===== src/rtl/bus_strobe_pkg.sv =====
package bus_strobe_pkg;

    typedef enum logic [1:0] {
        P2_PORT_REG = 2'd0,
        P2_CODE_HI  = 2'd1,
        P2_DATA_HI  = 2'd2
    } p2_src_e;

    // Data-access window state: first half covers the access cycle,
    // second half covers the first part of the following cycle.
    typedef struct packed {
        logic first_on;
        logic first_wide;
        logic second_on;
        logic second_wide;
    } xwin_t;

    function automatic logic pair_hit(input int ph, input int base);
        return (ph == base) || (ph == base + 1);
    endfunction

endpackage


===== src/rtl/phase_counter.sv =====
module phase_counter #(
    parameter int PHASES = 12,
    localparam int PW = $clog2(PHASES)
) (
    input  logic          clk,
    input  logic          rst,
    output logic [PW-1:0] phase
);
    localparam logic [PW-1:0] LAST = PW'(PHASES - 1);

    always_ff @(posedge clk) begin
        if (rst)                phase <= '0;
        else if (phase == LAST) phase <= '0;
        else                    phase <= phase + 1'b1;
    end

    // wrap and step
    a_r1_wrap: assert property (@(posedge clk) disable iff (rst)
        phase == LAST |=> phase == '0);
    a_r1_step: assert property (@(posedge clk) disable iff (rst)
        (phase != LAST) && !$past(rst) |=> phase == $past(phase) + 1'b1);
endmodule


===== src/rtl/xdata_window.sv =====
module xdata_window
    import bus_strobe_pkg::*;
#(
    parameter int PHASES = 12,
    localparam int PW = $clog2(PHASES),
    localparam int HALF = PHASES / 2
) (
    input  logic          clk,
    input  logic          rst,
    input  logic [PW-1:0] phase,
    input  logic          start,
    input  logic          wide,
    output xwin_t         win
);
    localparam logic [PW-1:0] LAST     = PW'(PHASES - 1);
    localparam logic [PW-1:0] MID_LAST = PW'(HALF - 1);

    logic take;
    assign take = start && (phase == '0);

    always_ff @(posedge clk) begin
        if (rst) begin
            win <= '0;
        end else begin
            if (take) begin
                win.first_on   <= 1'b1;
                win.first_wide <= wide;
            end else if (phase == LAST) begin
                win.first_on   <= 1'b0;
            end
            if (phase == LAST && win.first_on) begin
                win.second_on   <= 1'b1;
                win.second_wide <= win.first_wide;
            end else if (phase == MID_LAST) begin
                win.second_on   <= 1'b0;
            end
        end
    end

    // window opens right after phase 0
    a_r3_open_phase: assert property (@(posedge clk) disable iff (rst)
        $rose(win.first_on) |-> phase == PW'(1));
    // second half begins at phase 0 and closes after the half cycle
    a_r4_second_start: assert property (@(posedge clk) disable iff (rst)
        $rose(win.second_on) |-> phase == '0);
    a_r4_second_end: assert property (@(posedge clk) disable iff (rst)
        win.second_on && phase == MID_LAST |=> !win.second_on);
    // nothing opens from a start outside phase 0
    a_r10_stray: assert property (@(posedge clk) disable iff (rst)
        start && phase != '0 && !win.first_on |=> !win.first_on);
endmodule


===== src/rtl/ale_off_ctl.sv =====
module ale_off_ctl (
    input  logic clk,
    input  logic rst,
    input  logic off_req,
    input  logic suspend,
    output logic off_eff
);
    logic off_q;

    always_ff @(posedge clk) begin
        if (rst) off_q <= 1'b0;
        else     off_q <= off_req;
    end

    assign off_eff = off_q && !suspend;

    // reset leaves the disable inactive on the first cycle after it
    a_r6_reset_clears: assert property (@(posedge clk)
        rst |=> !off_eff);
endmodule


===== src/rtl/bus_strobe_gen.sv =====
module bus_strobe_gen
    import bus_strobe_pkg::*;
#(
    parameter int PHASES = 12,
    localparam int PW = $clog2(PHASES),
    localparam int HALF = PHASES / 2
) (
    input  logic       clk,
    input  logic       rst,
    input  logic       ext_code,
    input  logic       xdata_start,
    input  logic       xdata_wide,
    input  logic       code_read,
    input  logic       idle,
    input  logic       pdown,
    input  logic       ale_off,
    output logic       ale,
    output logic       psen_n,
    output logic       ale_pullup,
    output logic [1:0] p2_sel
);
    logic [PW-1:0] phase;
    xwin_t         win;
    logic          off_eff;
    logic          suspend;
    logic          in_xfer;
    logic          xfer_wide;
    logic          ale_slot;
    logic          psen_slot;
    int            ph;

    phase_counter #(.PHASES(PHASES)) u_phase (
        .clk   (clk),
        .rst   (rst),
        .phase (phase)
    );

    xdata_window #(.PHASES(PHASES)) u_win (
        .clk   (clk),
        .rst   (rst),
        .phase (phase),
        .start (xdata_start),
        .wide  (xdata_wide),
        .win   (win)
    );

    assign suspend = ext_code || code_read || idle || pdown
                     || win.first_on || win.second_on;

    ale_off_ctl u_off (
        .clk     (clk),
        .rst     (rst),
        .off_req (ale_off),
        .suspend (suspend),
        .off_eff (off_eff)
    );

    always_comb begin
        ph        = int'(phase);
        ale_slot  = pair_hit(ph, 0) || pair_hit(ph, HALF);
        psen_slot = pair_hit(ph, 2) || pair_hit(ph, HALF + 2);
        in_xfer   = (win.first_on && ph >= HALF) || win.second_on;
        xfer_wide = win.second_on ? win.second_wide : win.first_wide;
    end

    always_comb begin
        ale_pullup = off_eff;
        if (pdown) begin
            ale    = 1'b0;
            psen_n = 1'b0;
            p2_sel = P2_PORT_REG;
        end else begin
            if (idle)                ale = 1'b1;
            else if (off_eff)        ale = 1'b1;
            else if (win.second_on)  ale = 1'b0;
            else                     ale = ale_slot;

            if (idle || !ext_code || in_xfer) psen_n = 1'b1;
            else                              psen_n = !psen_slot;

            if (in_xfer)       p2_sel = xfer_wide ? P2_DATA_HI : P2_PORT_REG;
            else if (ext_code) p2_sel = P2_CODE_HI;
            else               p2_sel = P2_PORT_REG;
        end
    end

    // power-down holds both strobes low
    a_r9_pdown_low: assert property (@(posedge clk) disable iff (rst)
        pdown |-> !ale && !psen_n);
    // idle holds both strobes high
    a_r8_idle_high: assert property (@(posedge clk) disable iff (rst)
        idle && !pdown |-> ale && psen_n);
    // weak pullup only when no suspension applies
    a_r7_pullup_free: assert property (@(posedge clk) disable iff (rst)
        ale_pullup |-> !ext_code && !code_read && !idle && !pdown
                       && !win.first_on && !win.second_on);
    // no program strobe while running internally
    a_r2_internal_quiet: assert property (@(posedge clk) disable iff (rst)
        !ext_code && !pdown |-> psen_n);
    // data pointer byte only inside a transfer window
    a_r5_dptr_in_window: assert property (@(posedge clk) disable iff (rst)
        p2_sel == P2_DATA_HI |-> win.first_on || win.second_on);
endmodule


===== config.mk =====
export PLATFORM = sky130hd
export DESIGN_NAME = bus_strobe_gen
export DESIGN_NICKNAME = d
export VERILOG_FILES = /design/src/rtl/bus_strobe_pkg.sv /design/src/rtl/phase_counter.sv /design/src/rtl/xdata_window.sv /design/src/rtl/ale_off_ctl.sv /design/src/rtl/bus_strobe_gen.sv
export SDC_FILE = /design/constraint.sdc
export NUM_CORES = 1
export LEC_CHECK = 0
export BUFFER_PORTS_ARGS = -buffer_cell sky130_fd_sc_hd__clkbuf_2
export CORE_AREA = 3 3 40 42
export CTS_CLUSTER_SIZE = 20
export DETAILED_ROUTE_END_ITERATION = 6
export DIE_AREA = 0 0 43 45
export HOLD_SLACK_MARGIN = 0.12
export SETUP_SLACK_MARGIN = 0.3
export SLEW_MARGIN = 20
export SYNTH_ARGS = -nofsm -noshare
export SYNTH_HDL_FRONTEND = slang
export SYNTH_SLANG_ARGS = --single-unit

===== constraint.sdc =====
create_clock -name clk -period 1.7 [get_ports clk]
set_input_delay 0.34 -clock clk [delete_from_list [all_inputs] [get_ports clk]]
set_output_delay 0.34 -clock clk [all_outputs]
set_load 0.005 [all_outputs]

# Word level (Yosys, flattened, before mapping)
# Index checks and enable logic that the tools add are counted.
[classes]
n_addsub = 1
mul = 0
div_mod_pow = 0
magnitude_cmp = 1
n_eq_ne = 9
shifts = 0
muxes = 15
n_bitwise = 0
n_reduce_logical = 26
[op_table]
columns = ["operator", "count"]
rows = [
  ["== test 4 bit, second input constant", 5],
  ["logical OR 1 bit", 14],
  ["== test 4 x 3 -> 1 bit, second input constant", 3],
  ["2-to-1 mux 1 bit", 12],
  ["zero test 4 bit", 2],
  ["2-to-1 mux 2 bit", 3],
  ["adder 4 x 1 -> 4 bit, second input constant", 1],
  ["== test 4 x 2 -> 1 bit, second input constant", 1],
  ["greater-or-equal comparator 4 x 3 -> 1 bit, second input constant", 1],
  ["logical AND 1 bit", 4],
  ["nonzero test 2 bit", 2],
  ["zero test 1 bit", 3],
  ["OR reduction 2 bit", 1],
]
[word_totals]
register_bits = 9
latchBits = 0
ramBits = 0
rom_bits = 0
in_bits = 9
output_inout_bits = 5
word_cells = 58
mem_count = 0

# Depth between registers and ports, before layout
[depth]
word_depth = 10
depth_mapped = 5
ltp_nobuf = 5

# Cells and area by module
# A second synthesis with hierarchy kept.
[unflattened]
cells_unflattened = 56
hier_area_um2 = 504.2
[by_module_without_submodules]
columns = ["module", "instances", "cells_per_inst", "area_per_inst_um2", "seq_area_each_um2"]
rows = [
  ["xdata_window", 1, 21, 193.9, 80.1],
  ["phase_counter", 1, 16, 167.7, 80.1],
  ["bus_strobe_gen", 1, 16, 95.1, 0.0],
  ["ale_off_ctl", 1, 3, 47.5, 20.0],
]

# Worst setup path after synthesis
# OpenSTA, ideal clock, no wires.
[synth_timing]
path_type = "register to output"
from = "register u_phase.phase[0]"
to = "output p2_sel[0]"
arrival_time_ps = 1282
required_time_ps = 1360
slack_ps = 78
path_stages_with_launch = 6
path_buffers = 0
cell_sequence = "dfxtp_1 inv_1 ha_1 o211a_1 a211oi_2 and3b_1"
[synth_via]
elab_chain_len = 5
[synth_rtl]
columns = ["element", "line_no", "source"]
rows = [
  ["start, declared", "phase_counter.sv:7", "output logic [PW-1:0] phase"],
  ["start signal, assigned", "phase_counter.sv:14", "else phase <= phase + 1'b1;"],
  ["greater-or-equal comparator 4 x 3 -> 1 bit", "bus_strobe_gen.sv:62", "in_xfer = (win.first_on && ph >= HALF) || win.second_on;"],
  ["logical AND 1 bit", "bus_strobe_gen.sv:62", ""],
  ["logical OR 1 bit", "bus_strobe_gen.sv:62", ""],
  ["2-to-1 mux 2 bit", "bus_strobe_gen.sv:81", "if (in_xfer) p2_sel = xfer_wide ? P2_DATA_HI : P2_PORT_REG;"],
  ["2-to-1 mux 2 bit", "bus_strobe_gen.sv:68", "if (pdown) begin"],
  ["end, declared", "bus_strobe_gen.sv:20", "output logic [1:0] p2_sel"],
]
# Every way passes these cells.

# Worst setup path after layout
[layout_timing]
from = "register u_phase.phase[0]"
to = "output ale"
[layout_via]
elab_chain_len = 7
elab_cells_between_ends = 11
classes_between = "3 x eq/ne; 4 x mux; 4 x reduce/logical"
[layout_rtl]
columns = ["element", "line_no", "source"]
rows = [
  ["== test 4 x 2 -> 1 bit (tied with other cells)", "bus_strobe_pkg.sv:19", "return (ph == base) || (ph == base + 1);"],
  ["logical OR 1 bit", "bus_strobe_pkg.sv:19", ""],
  ["logical OR 1 bit (*)", "bus_strobe_gen.sv:60", "ale_slot = pair_hit(ph, 0) || pair_hit(ph, HALF);"],
  ["2-to-1 mux 1 bit (*)", "bus_strobe_gen.sv:75", "else if (win.second_on) ale = 1'b0;"],
  ["2-to-1 mux 1 bit (*)", "bus_strobe_gen.sv:74", "else if (off_eff) ale = 1'b1;"],
  ["2-to-1 mux 1 bit (*)", "bus_strobe_gen.sv:73", "if (idle) ale = 1'b1;"],
  ["2-to-1 mux 1 bit (*)", "bus_strobe_gen.sv:68", ""],
  ["end, declared", "bus_strobe_gen.sv:17", "output logic ale,"],
]
# Mark *: on every way between the ends. The rest lies on a longest branch, timed or not.

==> metrics.md <==
| Metric | Value |
|---|---|
| Status | `finished, violations left` |
| Failing checks | `negative setup slack` |
| FP Rows | `13` |
| Netlist Area Pre-Place | `538.0 sq um` |
| Clock buffer depth | `2` |
| Number of synthesized flops with an enable pin | `0` |
| Total negative setup slack | `-0.8249 ns` |
| Number of global-route vias before repair | `472` |
| Ports | `14` |
| Die ar. | `1935 sq um` |
| Fin nets | `94` |
| Avg WL per Cell | `12.37 microns` |
| Post-Syn Instances | `62` |
| CP cell instances | `buf_4 -> ha_4 -> nor3_1 -> a211o_1 -> a221oi_2 -> buf_2` |
| CTS root buffer | `clkbuf_4` |
| Post-Route Skew | `0.0001993 ns` |
| Final Hold Viols | `0` |
| Filler instances | `119` |
| GRT Overall Usage | `13.43%` |
| Library cells used by synthesis | `25` |
| Initial antenna violation count | `0` |
| Via count | `504` |
| Clk pwr share | `31.1%` |
| Post-DRT Antenna Nets | `0` |
| Crit path kind | `register to output port` |
| Slowest cell on crit path | `dfxtp_4` |
| Worst min path class | `input port to register` |
| Count leader, synth | `dfxtp_1` |
| Syn-to-layout area delta | `42.09%` |
| Dpl ws | `0.03227 ns` |
| Sw Pwr | `146.4 uW` |
| GRT busiest layer | `met2` |
| Power density over the cells | `681.7 nW/um^2` |
| Register bit total from synthesis | `9` |
| P_leak | `0.3240 nW` |
| Number of I/O port buffers | `13` |
| Sequential share of power | `46.8%` |
| Clock buffer count from CTS | `3` |
| Synthesis warning total | `0` |
| Setup crit start kind | `register` |
| CTS tree | `done` |
| Clk Latency, worst-skew pair | `0.26 ns` |
| MaxCap Viol Count | `0` |
| Final Core Density | `59.49%` |
| Syn nets | `75` |
| VDD IR max | `0.0004063 V` |
| Crit path arrival time | `1.61 ns` |
| Core Region | `1285 sq um` |
| Switching share of power | `28.10%` |
| Most used DFF post-synth | `dfxtp_1` |
| Fraction of layout cells with a size suffix above 1 | `45.00%` |
| Actual slew at the worst max-slew pin | `0.3873 ns` |
| Critical Path RT | `1.36 ns` |
| GR Util met1 | `15.98%` |
| Gp weighted congestion | `0.7286` |
| Routed vias/inst | `5.305` |
| CTS clk-pin slew, worst paths | `0.06 ns` |
| Fin. max-slew vios | `0` |
| Fraction of registers with async set/reset | `0%` |
| Max Fanout on Critical Path | `5` |
| Placed Cells incl. Taps | `89` |
| Synth top area cells | `dfxtp_1 (33%), ha_1 (9.3%), mux2i_1 (7.4%), nor2_1 (5.6%), nor3_1 (4.7%)` |
| Worst path bufs/invs | `2` |
| Total routed wirelength | `1175 microns` |
| Syn_area_per_cell | `8.678 sq um` |
| First-pass GRT wire length | `1945 microns` |
| Synth cell count leaders | `dfxtp_1 (9), nor2_1 (8), nor3_1 (5)` |
| Area leader, netlist | `dfxtp_1` |
| CP Capture Type | `output port` |
| Critical Path Max Stage Delay | `0.39 ns` |
| N_diodes | `0` |
| Unrepaired setup endpoints after global routing | `yes` |
| Grt total ovfl | `0` |
| Initial DRC count | `7` |
| Final Cycle Share | `114.6%` |
| Slew HR | `74.14%` |
| Effective utilization at floorplan | `41.87%` |
| Die X | `43 microns` |
| Fmax achieved | `513.4 MHz` |
| Logic gate share of total power | `22.0%` |
| DP HPWL | `845.6 microns` |
| Finish-stage setup viols | `4` |
| H-tree depth | `1` |
| Worst Slack Setup Final | `-0.2479 ns` |
| Met3 Usage GRT | `1.594%` |
| Total chip power | `521.1 uW` |
| Die height | `45 microns` |
| Final non-filler cell total | `95` |
| Min cycle time layout | `1.948 ns` |
| Met2 Use GR | `22.75%` |
| Post-synthesis sequential area ratio | `33.49%` |
| Top-area cell type share of the netlist area | `33.49%` |
| Cts hold-fix bufs | `0` |
| Clk sinks | `9` |
| Drt pass-1 iters | `3` |
| Drt drc | `0` |
| Cell family with most CP delay | `compound AO/OA/AOI/OAI gates` |
| Power Internal | `374.7 uW` |
| Largest net degree at the start of global routing | `14` |
-- registers in the layout, indices dropped and copies added, names as in the netlist --
signal,flops
u_win.win,4
u_phase.phase,4
u_off.off_q,1
-- through the flow --
stage | hold WS (ns) | cell area (sq um)
global placement | 0.4818 | 655.6
global route | 0.2909 | 764.5
CTS | 0.2875 | 754.5
finish | 0.2898 | 764.5
detailed placement | 0.4925 | 655.6
floorplan | 0.4635 | 570.5
-- cells in the final DEF, fill, tap and decap left out, types with 2 or more instances in the layout --
cell type	Yosys	final
nand2_1	3	3
inv_4	0	2
dfxtp_4	0	3
dfxtp_1	9	6
buf_4	0	3
nor3_1	5	3
mux2i_1	4	4
clkbuf_2	0	11
o21ai_0	3	3
nand3b_1	2	2
clkbuf_4	0	3
and3b_1	2	2
ha_4	0	4
a21oi_1	4	4
buf_2	2	2
nor2_1	8	8
-- path summary, 6_finish.rpt --
path	startpoint	end	slack, ns	depth (start not counted)
max reg2reg	u_phase.phase[0]	u_win.win[0]	0.41	6
min reg2reg	u_phase.phase[0]	u_phase.phase[0]	0.49	1
max	u_phase.phase[0]	ale	-0.25	6
min	ale_off	u_off.off_q	0.29	2
-- cells by family after synthesis --
group / Yosys count / share of synthesized area, %
fa+ha+maj: 4 / 9.303
flops: 9 / 33.49
compound gates: 13 / 18.14
simple gates: 26 / 26.98
mux: 4 / 7.442
buf+inv: 6 / 4.650
-- final cells by class --
cell class / instances / area (sq um) / share of cell area (%)
timing repair buffer: 17 / 107.6 / 14.08
tap: 15 / 18.77 / 2.455
clock buffer: 4 / 26.28 / 3.437
sequential: 9 / 191.4 / 25.04
multi-input combinational: 47 / 404.1 / 52.86
inverter: 3 / 16.27 / 2.128
-- power groups by stage --
stage	Combinational, mW	Clock [mW]	Sequential (mW)
6_report	0.115	0.162	0.244
5_1_grt	0.127	0.174	0.246
4_1_cts	0.113	0.168	0.244
3_5_place_dp	0.0901	0	0.246
3_3_place_gp	0.0885	0	0.246
2_1_floorplan	0.0622	0	0.241
-- timing repair --
item / in CTS / in global routing
pin swaps: 2 / 0
endpoints found under the hold margin: 0 / 0
resized for setup: 11 / 4
buffers inserted: 2 / 0
endpoints found under the setup margin: 5 / 5
-- metal layers --
layer,vias up,part of all wire [%]
li1,261,-
met1,229,47
met2,12,47
met3,2,4.8
met4,0,1.4
met5,-,0
No activity file was read; power rests on OpenSTA's default activity.
